**config.mk**
```make
export PLATFORM = sky130hd
export DESIGN_NAME = prefix_xlate
export DESIGN_NICKNAME = d
export VERILOG_FILES = /design/src/rtl/prefix_xlate_pkg.sv /design/src/rtl/pfx_reg.sv /design/src/rtl/pfx_match.sv /design/src/rtl/pfx_out_stage.sv /design/src/rtl/prefix_xlate.sv
export SDC_FILE = /design/constraint.sdc
export NUM_CORES = 1
export LEC_CHECK = 0
export BUFFER_PORTS_ARGS = -buffer_cell sky130_fd_sc_hd__buf_2
export CELL_PAD_IN_SITES_DETAIL_PLACEMENT = 0
export CELL_PAD_IN_SITES_GLOBAL_PLACEMENT = 1
export CORE_ASPECT_RATIO = 0.75
export CORE_MARGIN = 4
export CORE_UTILIZATION = 31
export CTS_BUF_LIST = sky130_fd_sc_hd__clkbuf_16
export DETAILED_ROUTE_END_ITERATION = 10
export PLACE_DENSITY = 0.8
export SYNTH_ARGS = -nofsm -noshare
export SYNTH_HDL_FRONTEND = slang
export SYNTH_SLANG_ARGS = --single-unit
export TNS_END_PERCENT = 20
```
**constraint.sdc**
```tcl
create_clock -name clk -period 1.91 [get_ports clk]
set_clock_uncertainty 0.2 [all_clocks]
set_input_delay 0.191 -clock clk [delete_from_list [all_inputs] [get_ports clk]]
set_output_delay 0.191 -clock clk [all_outputs]
set_load 0.005 [all_outputs]
```
**src/rtl/prefix_xlate_pkg.sv**
```systemverilog
package prefix_xlate_pkg;

  typedef enum logic [1:0] {
    KIND_PASS    = 2'd0,
    KIND_TO_PFX  = 2'd1,
    KIND_TO_ZERO = 2'd2
  } map_kind_e;

endpackage

```
**src/rtl/pfx_reg.sv**
```systemverilog
module pfx_reg #(
  parameter int ADDR_W = 64,
  parameter int AREA_W = 13,
  parameter int PFX_W  = 31
) (
  input  logic              clk,
  input  logic              rst_n,
  input  logic              wr_en,
  input  logic [ADDR_W-1:0] wr_data,
  output logic [ADDR_W-1:0] pfx_q
);

  // Ones over the bits a prefix may occupy: [PFX_W-1 : AREA_W]
  function automatic logic [ADDR_W-1:0] field_mask();
    logic [ADDR_W-1:0] upper;
    logic [ADDR_W-1:0] lower;
    upper = (ADDR_W'(1) << PFX_W) - ADDR_W'(1);
    lower = (ADDR_W'(1) << AREA_W) - ADDR_W'(1);
    return upper & ~lower;
  endfunction

  localparam logic [ADDR_W-1:0] MASK = field_mask();

  always_ff @(posedge clk or negedge rst_n) begin
    if (!rst_n)     pfx_q <= '0;
    else if (wr_en) pfx_q <= wr_data & MASK;
  end

endmodule

```
**src/rtl/pfx_match.sv**
```systemverilog
module pfx_match
  import prefix_xlate_pkg::*;
#(
  parameter int ADDR_W = 64,
  parameter int AREA_W = 13
) (
  input  logic [ADDR_W-1:0] real_addr,
  input  logic [ADDR_W-1:0] pfx,
  output logic              hit_low,
  output logic              hit_pfx,
  output map_kind_e         kind,
  output logic [ADDR_W-1:0] abs_addr
);

  localparam int PG_W = ADDR_W - AREA_W;

  function automatic logic [PG_W-1:0] page_of(input logic [ADDR_W-1:0] a);
    return a[ADDR_W-1:AREA_W];
  endfunction

  function automatic logic [AREA_W-1:0] offset_of(input logic [ADDR_W-1:0] a);
    return a[AREA_W-1:0];
  endfunction

  logic [PG_W-1:0] real_pg;
  logic [PG_W-1:0] pfx_pg;
  logic [PG_W-1:0] abs_pg;

  assign real_pg = page_of(real_addr);
  assign pfx_pg  = page_of(pfx);
  assign hit_low = (real_pg == '0);
  assign hit_pfx = (real_pg == pfx_pg);

  // Zero area has priority, so a zero prefix maps area zero onto itself
  always_comb begin
    if (hit_low) begin
      kind   = KIND_TO_PFX;
      abs_pg = pfx_pg;
    end else if (hit_pfx) begin
      kind   = KIND_TO_ZERO;
      abs_pg = '0;
    end else begin
      kind   = KIND_PASS;
      abs_pg = real_pg;
    end
  end

  assign abs_addr = {abs_pg, offset_of(real_addr)};

endmodule

```
**src/rtl/pfx_out_stage.sv**
```systemverilog
module pfx_out_stage
  import prefix_xlate_pkg::*;
#(
  parameter int ADDR_W = 64
) (
  input  logic              clk,
  input  logic              rst_n,
  input  logic              in_valid,
  input  logic [ADDR_W-1:0] in_abs,
  input  map_kind_e         in_kind,
  output logic              out_valid,
  output logic [ADDR_W-1:0] out_abs,
  output map_kind_e         out_kind
);

  always_ff @(posedge clk or negedge rst_n) begin
    if (!rst_n) out_valid <= 1'b0;
    else        out_valid <= in_valid;
  end

  always_ff @(posedge clk or negedge rst_n) begin
    if (!rst_n) begin
      out_abs  <= '0;
      out_kind <= KIND_PASS;
    end else if (in_valid) begin
      out_abs  <= in_abs;
      out_kind <= in_kind;
    end
  end

endmodule

```
**src/rtl/prefix_xlate.sv**
```systemverilog
module prefix_xlate
  import prefix_xlate_pkg::*;
#(
  parameter int ADDR_W = 64,
  parameter int AREA_W = 13,
  parameter int PFX_W  = 31
) (
  input  logic              clk,
  input  logic              rst_n,
  input  logic              pfx_wr_en,
  input  logic [ADDR_W-1:0] pfx_wr_data,
  output logic [ADDR_W-1:0] pfx_value,
  input  logic              xl_valid,
  input  logic [ADDR_W-1:0] xl_real,
  output logic              out_valid,
  output logic [ADDR_W-1:0] out_abs,
  output logic [1:0]        out_kind
);

  logic [ADDR_W-1:0] pfx_q;
  logic              hit_low;
  logic              hit_pfx;
  map_kind_e         comb_kind;
  logic [ADDR_W-1:0] comb_abs;
  map_kind_e         reg_kind;

  pfx_reg #(.ADDR_W(ADDR_W), .AREA_W(AREA_W), .PFX_W(PFX_W)) u_reg (
    .clk     (clk),
    .rst_n   (rst_n),
    .wr_en   (pfx_wr_en),
    .wr_data (pfx_wr_data),
    .pfx_q   (pfx_q)
  );

  pfx_match #(.ADDR_W(ADDR_W), .AREA_W(AREA_W)) u_match (
    .real_addr (xl_real),
    .pfx       (pfx_q),
    .hit_low   (hit_low),
    .hit_pfx   (hit_pfx),
    .kind      (comb_kind),
    .abs_addr  (comb_abs)
  );

  pfx_out_stage #(.ADDR_W(ADDR_W)) u_out (
    .clk       (clk),
    .rst_n     (rst_n),
    .in_valid  (xl_valid),
    .in_abs    (comb_abs),
    .in_kind   (comb_kind),
    .out_valid (out_valid),
    .out_abs   (out_abs),
    .out_kind  (reg_kind)
  );

  assign pfx_value = pfx_q;
  assign out_kind  = reg_kind;

endmodule

```
# Word-level counts from Yosys, hierarchy flattened
# Cells that the tools add are included.
# Widths: inputs -> output; s select.
totals:
  register_bits: 85
  in_bits: 132
  word_cells: 10
classes:
  n_eq_ne: 1
  n_mux: 4
  reduce_logical: 1
ops:
  columns: ["cell", "n"]
  rows:
  - ["$mux 51", 2]
  - ["$eq 51x18->1", 1]
  - ["$logic_not 51->1", 1]
  - ["$mux 2", 2]

# Logic depth before layout (Yosys ltp)
# Gate-level depths: netlist (run 1).
depth:
  ltp_word: 3
  mapped_depth: 7
  mapped_depth_nobuf: 5

# Hierarchy
# A second synthesis (run 1) with hierarchy kept.
unflattened:
  cells_unflattened: 389
  area_unflattened_um2: 5028.6
modules_own_cells:
  columns: ["module", "instances", "cells_each", "area_per_inst_um2", "seq_area_each_um2"]
  rows:
  - ["pfx_out_stage", 1, 140, 2636.3, 1676.6]
  - ["pfx_match", 1, 164, 1321.3, 0.0]
  - ["pfx_reg", 1, 85, 1071.0, 450.4]

# Worst setup path before layout (run 1)
# No wires, ideal clock.
synth_path:
  path_type: "input port to flip-flop"
  start: "input port xl_real[32]"
  end: "register u_out.out_abs[22]"
  setup_time_ns: 0.074
  arrival_ns: 1.437
  required_time_ns: 1.636
  slack_ns: 0.199
  stages: 6
  path_buffers: 1
  cell_sequence: "nor4_2 nand4_1 nor4_4 buf_6 a22oi_2 o21ai_2"
synth_via:
  elab_chain_cells: 3
  word_cells_on_any_way: 4
synth_rtl:
  columns: ["element", "line", "source"]
  rows:
  - ["start, declared", "prefix_xlate.sv:14", "input logic [ADDR_W-1:0] xl_real,"]
  - ["$eq 51x18->1", "pfx_match.sv:32", "assign hit_pfx = (real_pg == pfx_pg);"]
  - ["$mux 51", "pfx_match.sv:39", "end else if (hit_pfx) begin"]
  - ["$mux 51 *", "pfx_match.sv:36", "if (hit_low) begin"]
  - ["end signal, assigned", "pfx_out_stage.sv:26", "out_abs <= in_abs;"]
  - ["end, declared", "pfx_out_stage.sv:12", "output logic [ADDR_W-1:0] out_abs,"]
# Mark *: on every way between the ends. The rest lies on a longest branch, timed or not.
# A chain may end at the register's enable or synchronous reset.

# Final worst setup path (run 1)
layout_path:
  start: "register u_reg.pfx_q[27]"
  end: "register u_out.out_abs[21]"
layout_via:
  elab_chain_cells: 3
layout_rtl:
  columns: ["element", "line", "source"]
  rows:
  - ["start, declared", "pfx_reg.sv:10", "output logic [ADDR_W-1:0] pfx_q"]
  - ["start signal, assigned", "pfx_reg.sv:26", "else if (wr_en) pfx_q <= wr_data & MASK;"]
  - ["$eq 51x18->1", "pfx_match.sv:32", null]
  - ["$mux 51", "pfx_match.sv:39", null]
  - ["$mux 51", "pfx_match.sv:36", null]
# No other way between the ends.

==> results.tsv, run 1 <==
stage	metric	value	unit
outcome	status	finished clean	
cts	Skew-Pair Late Insertion Delay	330	ps
setup_path	CP cell instances	xnor2_2 > nand4_1 > nor4_1 > and3_4 > buf_6 > o21ai_0	
flow_run	max cap viols	0	
min_path	HP Class	in -> reg	
global_route	initial antenna violation count	0	
finish	layout cell share with drive strength beyond 1	51.5	%
sta	endpoints failing setup	0	
cts	Max Root-Sink Buffers	2	
placement	# port buffers	170	
setup_path	Worst Path Max Fanout	7	
die	Cell Rows	35	
cts	CTS buffer count	9	
setup_path	reg2reg setup slack	40	ps
logic_synthesis	Avg Cell Area, Syn	12.9	um2
finish	commonest non-fill, non-tap cell in the layout	buf_2	
placement	Routability Congestion	0.811	
cts	CTS tree	yes	
finish	area grow syn2layout	54.9	%
sta	min cycle time layout	1870	ps
finish	most frequent cells in the layout	buf_2 (167), dfrtp_1 (84), dlygate4sd3_1 (79), mux2_2 (64), conb_1 (46)	
logic_synthesis	synthesized area	4050	um2
die	Initial Util	32.3	%
sta	final worst-path cycle share	98.0	%
logic_synthesis	synth unique cells	28	
power_and_ir_drop	VDD IR-drop max	0.540	mV
global_route	GR Overflow Total	0	
route	DRC	0	
power_and_ir_drop	power per cell area	803	nW/um2
sta	Hold Vio Cnt, Final	0	
finish	final instance area	6280	um2
route	Final ANT Viol Nets	0	
setup_path	CP Class	reg -> reg	
cts	Clock Sinks	85	
logic_synthesis	Seq cells post-synth	85	
logic_synthesis	Cells after Synth	315	
sta	Hold WS	40.4	ps
setup_path	WP data arrival	1880	ps
setup_path	CP peak stage delay	440	ps
global_route	largest net degree at the start of global routing	43	
logic_synthesis	Synth Warn #	0	
sta	RSZ-0062 raised after global routing	true	
route	Routed WL	11900	um
route	Vias/cell	4.51	
sta	setup_tns	0	ps
sta	Slew Limit Fails	0	
logic_synthesis	sequential element share of the synthesized area	52.5	%
die	# IOs	263	
finish	Inserted Diodes	0	
setup_path	crit end category	register	
setup_path	critical path data required time	1920	ps
placement	DP HPWL	8660	um
route	vias post-DR	3389	
sta	Max Fclk	534	MHz
global_route	Total GRT Usage	15.6	%
route	initial DRC count	105	
route	drt first pass iters	4	
cts	clock transition at the registers of the reported paths	60	ps
global_route	first-pass GRT wire length	18800	um
die	die width	140	um
global_route	vias in the first global route	3609	
route	routed length per instance	15.9	um
cts	root buffer cell	clkbuf_16	
setup_path	CP max stage cell	dfrtp_2	
die	Die H	107	um
die	die area	15000	um2
setup_path	CP startpoint kind	register	
finish	Final nets	714	
power_and_ir_drop	Power Total	5.04	mW
placement	DP Area	5020	um2
die	core area	12500	um2
cts	H-tree Lvls	3	
power_and_ir_drop	Leak	2.95	nW
cells in the mapped netlist (all sizes together):
cell     n  area [um2]
buf     54         404
mux2    64         721
nand4    7        43.8
a31o     1        8.76
xnor2   16         140
nand3    2        10.0
xor2     2        17.5
a21o     1        8.76
clkinv   1        3.75
nand2   19        71.3
a22oi   18         180
o21ai   18         124
nor2b    1        6.26
conb     1        3.75
dfrtp   85        2130
nor3     2        10.0
clkbuf   5        18.8
and3     2        13.8
nor2     3        11.3
nor4    13         128
sequential cells by signal (all words and copies together) (netlist names):
| name | cells |
|---|---|
| u_out.out_kind | 2 |
| u_out.out_valid | 1 |
| u_out.out_abs | 64 |
| u_reg.pfx_q | 18 |
area by class of cell:
cell class / instances / area, um2
clock buffers: 9 / 225
clock inverters: 6 / 128
fillers: 1166 / 6250
inverters: 1 / 3.75
multi-input cells: 215 / 1730
flip-flops and latches: 85 / 2130
well taps: 166 / 208
repair buffers: 270 / 1860
logic make-up (layout without fill, tap and decap cells):
logic type,after synthesis,after routing,synth area share (%)
flip-flops,85,85,52.5
multiplexers,64,64,17.8
buffers and inverters,60,286,10.5
AND/OR/NAND/NOR,49,49,7.26
AO/OA/AOI/OAI,38,38,7.94
XOR/XNOR,18,18,3.89
other,1,46,0.0926
path summary, 6_finish.rpt:
| check | start | endpoint | cells past startpoint |
|---|---|---|---|
| max | u_reg.pfx_q[27] | u_out.out_abs[21] | 6 |
| min | xl_real[16] | u_out.out_abs[16] | 4 |
| max reg2reg | u_reg.pfx_q[27] | u_out.out_abs[21] | 6 |
| min reg2reg | u_out.out_kind[0] | u_out.out_kind[0] | 1 |
| max in group asynchronous | rst_n | u_reg.pfx_q[27] | 3 |
| min in group asynchronous | rst_n | u_out.out_abs[0] | 2 |
report_power, final:
part	leakage (nW)	internal (mW)	total, mW	switching (mW)
Clock	0.174	1.39	2.07	0.676
Sequential	1.01	1.97	2.10	0.124
Combinational	1.77	0.504	0.874	0.370
per-layer routing:
metal	global-route usage (%)	up-vias	share of wire, %
li1	-	1570	-
met3	4.95	12	6.6
met1	18.5	1684	41
met2	27.9	123	52
met4	3.67	0	1.0
met5	0	-	0
critical path, delay by kind of cell, from the launching register on:
kind / cells / cell delay (ps)
XOR/XNOR: 1 / 170
AND/OR/NAND/NOR: 3 / 700
AO/OA/AOI/OAI: 1 / 90
flip-flops: 1 / 440
buffers and inverters: 1 / 140
through the flow:
step | setup WS (ps) | util [%] | std cells
after floorplan | 199 | - | 360
after global placement | -265 | 40.1 | 655
after detailed placement | -301 | 40.1 | 655
after CTS | 2.90 | 49.4 | 751
after global routing | -49.3 | 50.1 | 752
final | 38.0 | 50.1 | 752
what timing repair did:
action,CTS,global route
setup buffers,0,2
gates resized for setup,0,23
hold buffers,81,0
endpoints found under the hold margin,116,0
endpoints found under the setup margin,0,20
(Power assumes the default switching activity.)
==> run 2, diff against run 1 <==
- SETUP_SLACK_MARGIN: default -> 0.3
==> run 2 against run 1 <==
Sequential power about the same. Clock power down 13%. Largest power group unchanged. Global-route usage up 0.33 points. Largest cell class unchanged. Critical path depth unchanged. Highest routed layer unchanged. Cell count up 0.27%. Wire length up 0.60%. Cell area about the same. First-iteration DRC count down 12%. Sequential cell count unchanged. Via count down 1.0%.
==> results.tsv, run 2 (same netlist as run 1, synthesis figures left out) <==
stage	metric	value	unit
outcome	status	finished clean	
finish	area grow syn2layout	54.9	%
setup_path	Crit Reg-Reg Startpoint	u_reg.pfx_q[26]	
die	die width	140	um
sta	Hold Vio Cnt, Final	0	
power_and_ir_drop	Leak	2.94	nW
min_path	Hold Path End	u_out.out_abs[23]	
die	Die H	107	um
global_route	initial antenna violation count	0	
setup_path	FF-to-FF path depth	6	
cts	clock transition at the registers of the reported paths	60	ps
global_route	GR Overflow Total	0	
sta	setup_tns	0	ps
power_and_ir_drop	Power Total	4.81	mW
die	# IOs	263	
placement	DP Area	5090	um2
finish	final instance area	6280	um2
die	Initial Util	32.3	%
cts	Max Root-Sink Buffers	2	
cts	CTS tree	yes	
setup_path	WP data arrival	1800	ps
sta	min cycle time layout	1790	ps
placement	Routability Congestion	0.782	
finish	commonest non-fill, non-tap cell in the layout	buf_2	
route	routed length per instance	15.9	um
finish	most frequent cells in the layout	buf_2 (169), dfrtp_1 (84), dlygate4sd3_1 (77), mux2_2 (64), conb_1 (46)	
placement	# port buffers	170	
die	die area	15000	um2
sta	final worst-path cycle share	93.9	%
global_route	largest net degree at the start of global routing	86	
finish	Final Non-Filler Cells	754	
finish	filler cell count	1135	
cts	root buffer cell	clkbuf_16	
sta	Max Fclk	558	MHz
global_route	vias in the first global route	3592	
route	Final ANT Viol Nets	0	
power_and_ir_drop	power per cell area	766	nW/um2
setup_path	critical path data required time	1920	ps
min_path	Hold Startpoint	xl_real[23]	
sta	PnR worst setup slack	117	ps
route	initial DRC count	92	
setup_path	Worst Path Max Fanout	9	
setup_path	CP Class	reg -> reg	
sta	RSZ-0062 raised after global routing	true	
route	vias post-DR	3355	
route	DRC	0	
route	Vias/cell	4.45	
power_and_ir_drop	Cell Int Power	3.62	mW
die	Cell Rows	35	
min_path	Worst Hold Path Cells	4	
setup_path	crit end category	register	
finish	register with the most flip-flops	u_out.out_abs	
finish	area of the multi-input gates	1770	um2
power_and_ir_drop	Clock Power Share	37.5	%
cts	Clock Sinks	85	
finish	register area	2130	um2
finish	max FFs per register	64	
setup_path	reg2reg setup slack	120	ps
sta	endpoints failing setup	0	
sta	Slew Limit Fails	0	
flow_run	max cap viols	0	
power_and_ir_drop	VDD IR-drop max	0.497	mV
finish	Largest regs	u_out.out_abs: 64 flops, u_reg.pfx_q: 18 flops, u_out.out_kind: 2 flops	
cts	Skew-Pair Late Insertion Delay	330	ps
min_path	HP Class	in -> reg	
die	core area	12500	um2
power_and_ir_drop	share of power burned in registers	43.5	%
global_route	Total GRT Usage	16.0	%
setup_path	CP startpoint kind	register	
placement	Placed Cells	657	
power_and_ir_drop	switch share	24.7	%
finish	Inserted Diodes	0	
route	drt first pass iters	4	
finish	Final nets	716	
cts	H-tree Lvls	3	
power_and_ir_drop	Comb pwr share	19.0	%
power_and_ir_drop	switching power	1.19	mW
placement	DP HPWL	8310	um
global_route	first-pass GRT wire length	18900	um
setup_path	reg2reg end	u_out.out_abs[24]	
placement	setup slack at placement	-226	ps
finish	layout cell share with drive strength beyond 1	52.9	%
cts	CTS buffer count	9	
route	Routed WL	12000	um
==> run 2: per-stage QoR <==
step | util (%) | hold WS (ps)
2_1_floorplan | - | -305
3_3_place_gp | 40.6 | 63.6
3_5_place_dp | 40.6 | 68.9
4_1_cts | 49.8 | 22.2
5_1_grt | 50.1 | 42.2
6_report | 50.1 | 47.5
==> run 2: metal layers <==
layer / vias up / wire length [um] / GRT usage [%]
met3: 12 / 815 / 5.08
li1: 1561 / - / -
met5: - / 0 / 0
met2: 119 / 5790 / 26.4
met1: 1663 / 5270 / 20.4
met4: 0 / 119 / 4.08
==> run 2: repair_timing <==
action                                  CTS  global route
resized for setup                         8             1
pin swaps                                 4             4
cloned                                    0             1
endpoints found under the setup margin   20            20
hold buffers                             77             0
endpoints found under the hold margin   161             0
setup buffers                             3             1
==> run 2: layout make-up <==
type	instances	share of cell area, %
clock inverters	6	1.28
flip-flops and latches	85	33.9
clock buffers	9	3.59
multi-input cells	215	28.1
well taps	166	3.31
repair buffers	272	29.7
inverters	1	0.0598
==> run 2: worst max path at each step <==
stage | startpoint | end | slack (ps) | depth (start not counted)
3_3_place_gp | xl_real[60] | u_out.out_abs[21] | -240 | 8
2_1_floorplan | xl_real[46] | u_out.out_abs[22] | 200 | 6
6_report | u_reg.pfx_q[26] | u_out.out_abs[24] | 120 | 6
5_1_grt | u_reg.pfx_q[26] | u_out.out_abs[30] | 20 | 6
3_5_place_dp | xl_real[60] | u_out.out_abs[15] | -230 | 8
4_1_cts | u_reg.pfx_q[17] | u_out.out_abs[16] | 120 | 6
==> run 2: power groups by stage <==
stage / Sequential (mW) / Clock (mW) / Combinational, mW
2_1_floorplan: 2.13 / 0 / 0.374
3_3_place_gp: 2.11 / 0 / 0.748
3_5_place_dp: 2.12 / 0 / 0.760
4_1_cts: 2.09 / 1.87 / 0.910
5_1_grt: 2.12 / 1.95 / 0.998
6_report: 2.09 / 1.80 / 0.912
==> run 2: worst max-delay path, stage by stage, from the launching register on <==
cell and delay, ps:
dfrtp_1 410, xnor2_2 270, nand4_1 140, nor3_2 170, and3_4 250, clkbuf_16 170
o21ai_2 60
==> run 3, diff against run 2 <==
- CORE_UTILIZATION: 31 -> 35
- PLACE_DENSITY: 0.8 -> 0.82
- SYNTH_HIERARCHICAL: default -> 1
==> run 3 against run 2 <==
The run now ends with negative setup slack left. Area after synthesis increased by 24%. Sequential cell count did not move. Hold slack got worse by 13 ps. First-iteration DRC count rose by 61%. Global-route usage rose by 3.2 points. Synthesized cell count is 23% higher. Setup slack worse by 660 ps.
==> results.tsv, run 3 <==
stage	metric	value	unit
outcome	status	finished, violations left	
sta	final worst-path cycle share	128	%
cts	Max Root-Sink Buffers	2	
setup_path	Worst Path Max Fanout	24	
finish	commonest non-fill, non-tap cell in the layout	buf_2	
die	Initial Util	36.2	%
outcome	violated checks	negative setup slack	
cts	CTS buffer count	9	
sta	endpoints failing setup	52	
global_route	largest net degree at the start of global routing	46	
global_route	initial antenna violation count	0	
finish	layout cell share with drive strength beyond 1	56.1	%
route	Routed WL	15700	um
global_route	GR Overflow Total	0	
sta	Relative slew margins	60.5	%
setup_path	Most common cell on crit path	nand4_1	
route	Final ANT Viol Nets	0	
setup_path	Crit Reg-Reg Startpoint	u_reg/pfx_q[16]	
die	Die H	112	um
cts	CTS tree	yes	
placement	# port buffers	170	
sta	Max Fclk	408	MHz
route	initial DRC count	148	
flow_run	max cap viols	0	
setup_path	CP cell instances	xnor2_1 > nand4_1 > nor4_1 > nand4_1 > buf_6 > a22o_2 > mux2_2	
sta	min cycle time layout	2450	ps
logic_synthesis	Avg Cell Area, Syn	13.0	um2
logic_synthesis	synthesized area	5020	um2
finish	filler cell count	1245	
cts	root buffer cell	clkbuf_16	
logic_synthesis	Synth Warn #	6	
setup_path	CP Class	reg -> reg	
route	drt first pass iters	4	
finish	final instance area	6970	um2
finish	Final nets	776	
die	Cell Rows	37	
setup_path	Worst Setup SP	u_reg/pfx_q[16]	
cts	Clock Sinks	85	
route	vias post-DR	3971	
sta	PnR worst setup slack	-543	ps
power_and_ir_drop	power per cell area	726	nW/um2
sta	setup_tns	-25960	ps
finish	area grow syn2layout	38.6	%
die	die area	16400	um2
global_route	first-pass GRT wire length	24300	um
logic_synthesis	Cells after Synth	388	
finish	register with the most flip-flops	u_out/out_abs	
sta	RSZ-0062 raised after global routing	true	
setup_path	CP max stage cell	dfrtp_1	
cts	Skew-Pair Late Insertion Delay	350	ps
power_and_ir_drop	VDD IR-drop max	0.456	mV
placement	DP Area	6270	um2
global_route	vias in the first global route	4207	
placement	DP HPWL	12000	um
route	routed length per instance	19.1	um
setup_path	CP startpoint kind	register	
setup_path	crit end category	register	
sta	Tightest Pin Transition	592	ps
finish	Inserted Diodes	0	
route	Vias/cell	4.82	
setup_path	CP peak stage delay	390	ps
die	die width	146	um
setup_path	critical path data required time	1940	ps
finish	most frequent cells in the layout	buf_2 (168), dfrtp_1 (85), buf_4 (72), mux2_4 (50), xnor2_1 (48)	
power_and_ir_drop	Leak	3.51	nW
sta	Slew Limit Fails	0	
cts	clock transition at the registers of the reported paths	70	ps
die	# IOs	263	
cts	setup repair bufs after CTS	0	
route	DRC	0	
min_path	HP Class	in -> reg	
die	core area	13900	um2
cts	H-tree Lvls	3	
finish	Largest regs	u_out/out_abs: 64 flops, u_reg/pfx_q: 18 flops, u_out/out_kind: 2 flops	
placement	Routability Congestion	0.919	
min_path	Hold Startpoint	xl_real[27]	
sta	Hold Vio Cnt, Final	0	
setup_path	WP data arrival	2490	ps
finish	max FFs per register	64	
global_route	Total GRT Usage	19.2	%
[run 3: layout make-up]
class / count / area (um2) / area share [%]
multi-input cells: 269 / 2510 / 36.1
flip-flops and latches: 85 / 2130 / 30.5
repair buffers: 279 / 1820 / 26.1
clock buffers: 9 / 225 / 3.23
well taps: 175 / 219 / 3.14
clock inverters: 7 / 63.8 / 0.916
[run 3: worst max-delay path, delay by kind of cell (launching register included)]
family                 cells  cell delay [ps]
AND/OR/NAND/NOR            3              710
buffers and inverters      1              230
multiplexers               1              260
AO/OA/AOI/OAI              1              220
flip-flops                 1              390
XOR/XNOR                   1              300
[run 3: path summary, 6_finish.rpt]
check,endpoint,slack (ps),depth (start not counted)
max,u_out/out_abs[21],-540,7
min,u_out/out_abs[27],30,3
max reg2reg,u_out/out_abs[21],-540,7
min reg2reg,u_out/out_abs[1],300,1
max in group asynchronous,u_out/out_abs[6],830,3
min in group asynchronous,u_out/out_kind[0],80,2
[run 3: power breakdown]
| part | internal (mW) | switching [mW] | total (mW) |
|---|---|---|---|
| Sequential | 1.98 | 0.110 | 2.09 |
| Clock | 0.917 | 0.825 | 1.74 |
| Combinational | 0.706 | 0.524 | 1.23 |
| Total | 3.60 | 1.46 | 5.06 |
[run 3: repair_timing]
item                       in CTS  in global routing
cloned                          0                  0
setup endpoints to repair      53                 53
hold endpoints to repair      116                  0
gates resized for setup         9                  4
pin swaps                       3                  3
hold buffers                   32                  0
[run 3: per-stage QoR]
stage / power, mW / std cells / util, % / setup slack [ps] / hold WS, ps
after floorplan: 2.73 / 433 / - / -231 / -305
after global placement: 3.25 / 776 / 45.2 / -605 / -104
after detailed placement: 3.27 / 776 / 45.2 / -602 / -89.9
after CTS: 5.11 / 824 / 50.0 / -482 / 23.0
after global routing: 5.32 / 824 / 50.2 / -585 / 47.2
final: 5.06 / 824 / 50.2 / -543 / 34.9
[run 3: layer usage]
layer	wire, um	global-route usage, %
met1	6840	25.2
met2	7400	30.9
met3	1300	6.79
met4	165	3.88
met5	0	0
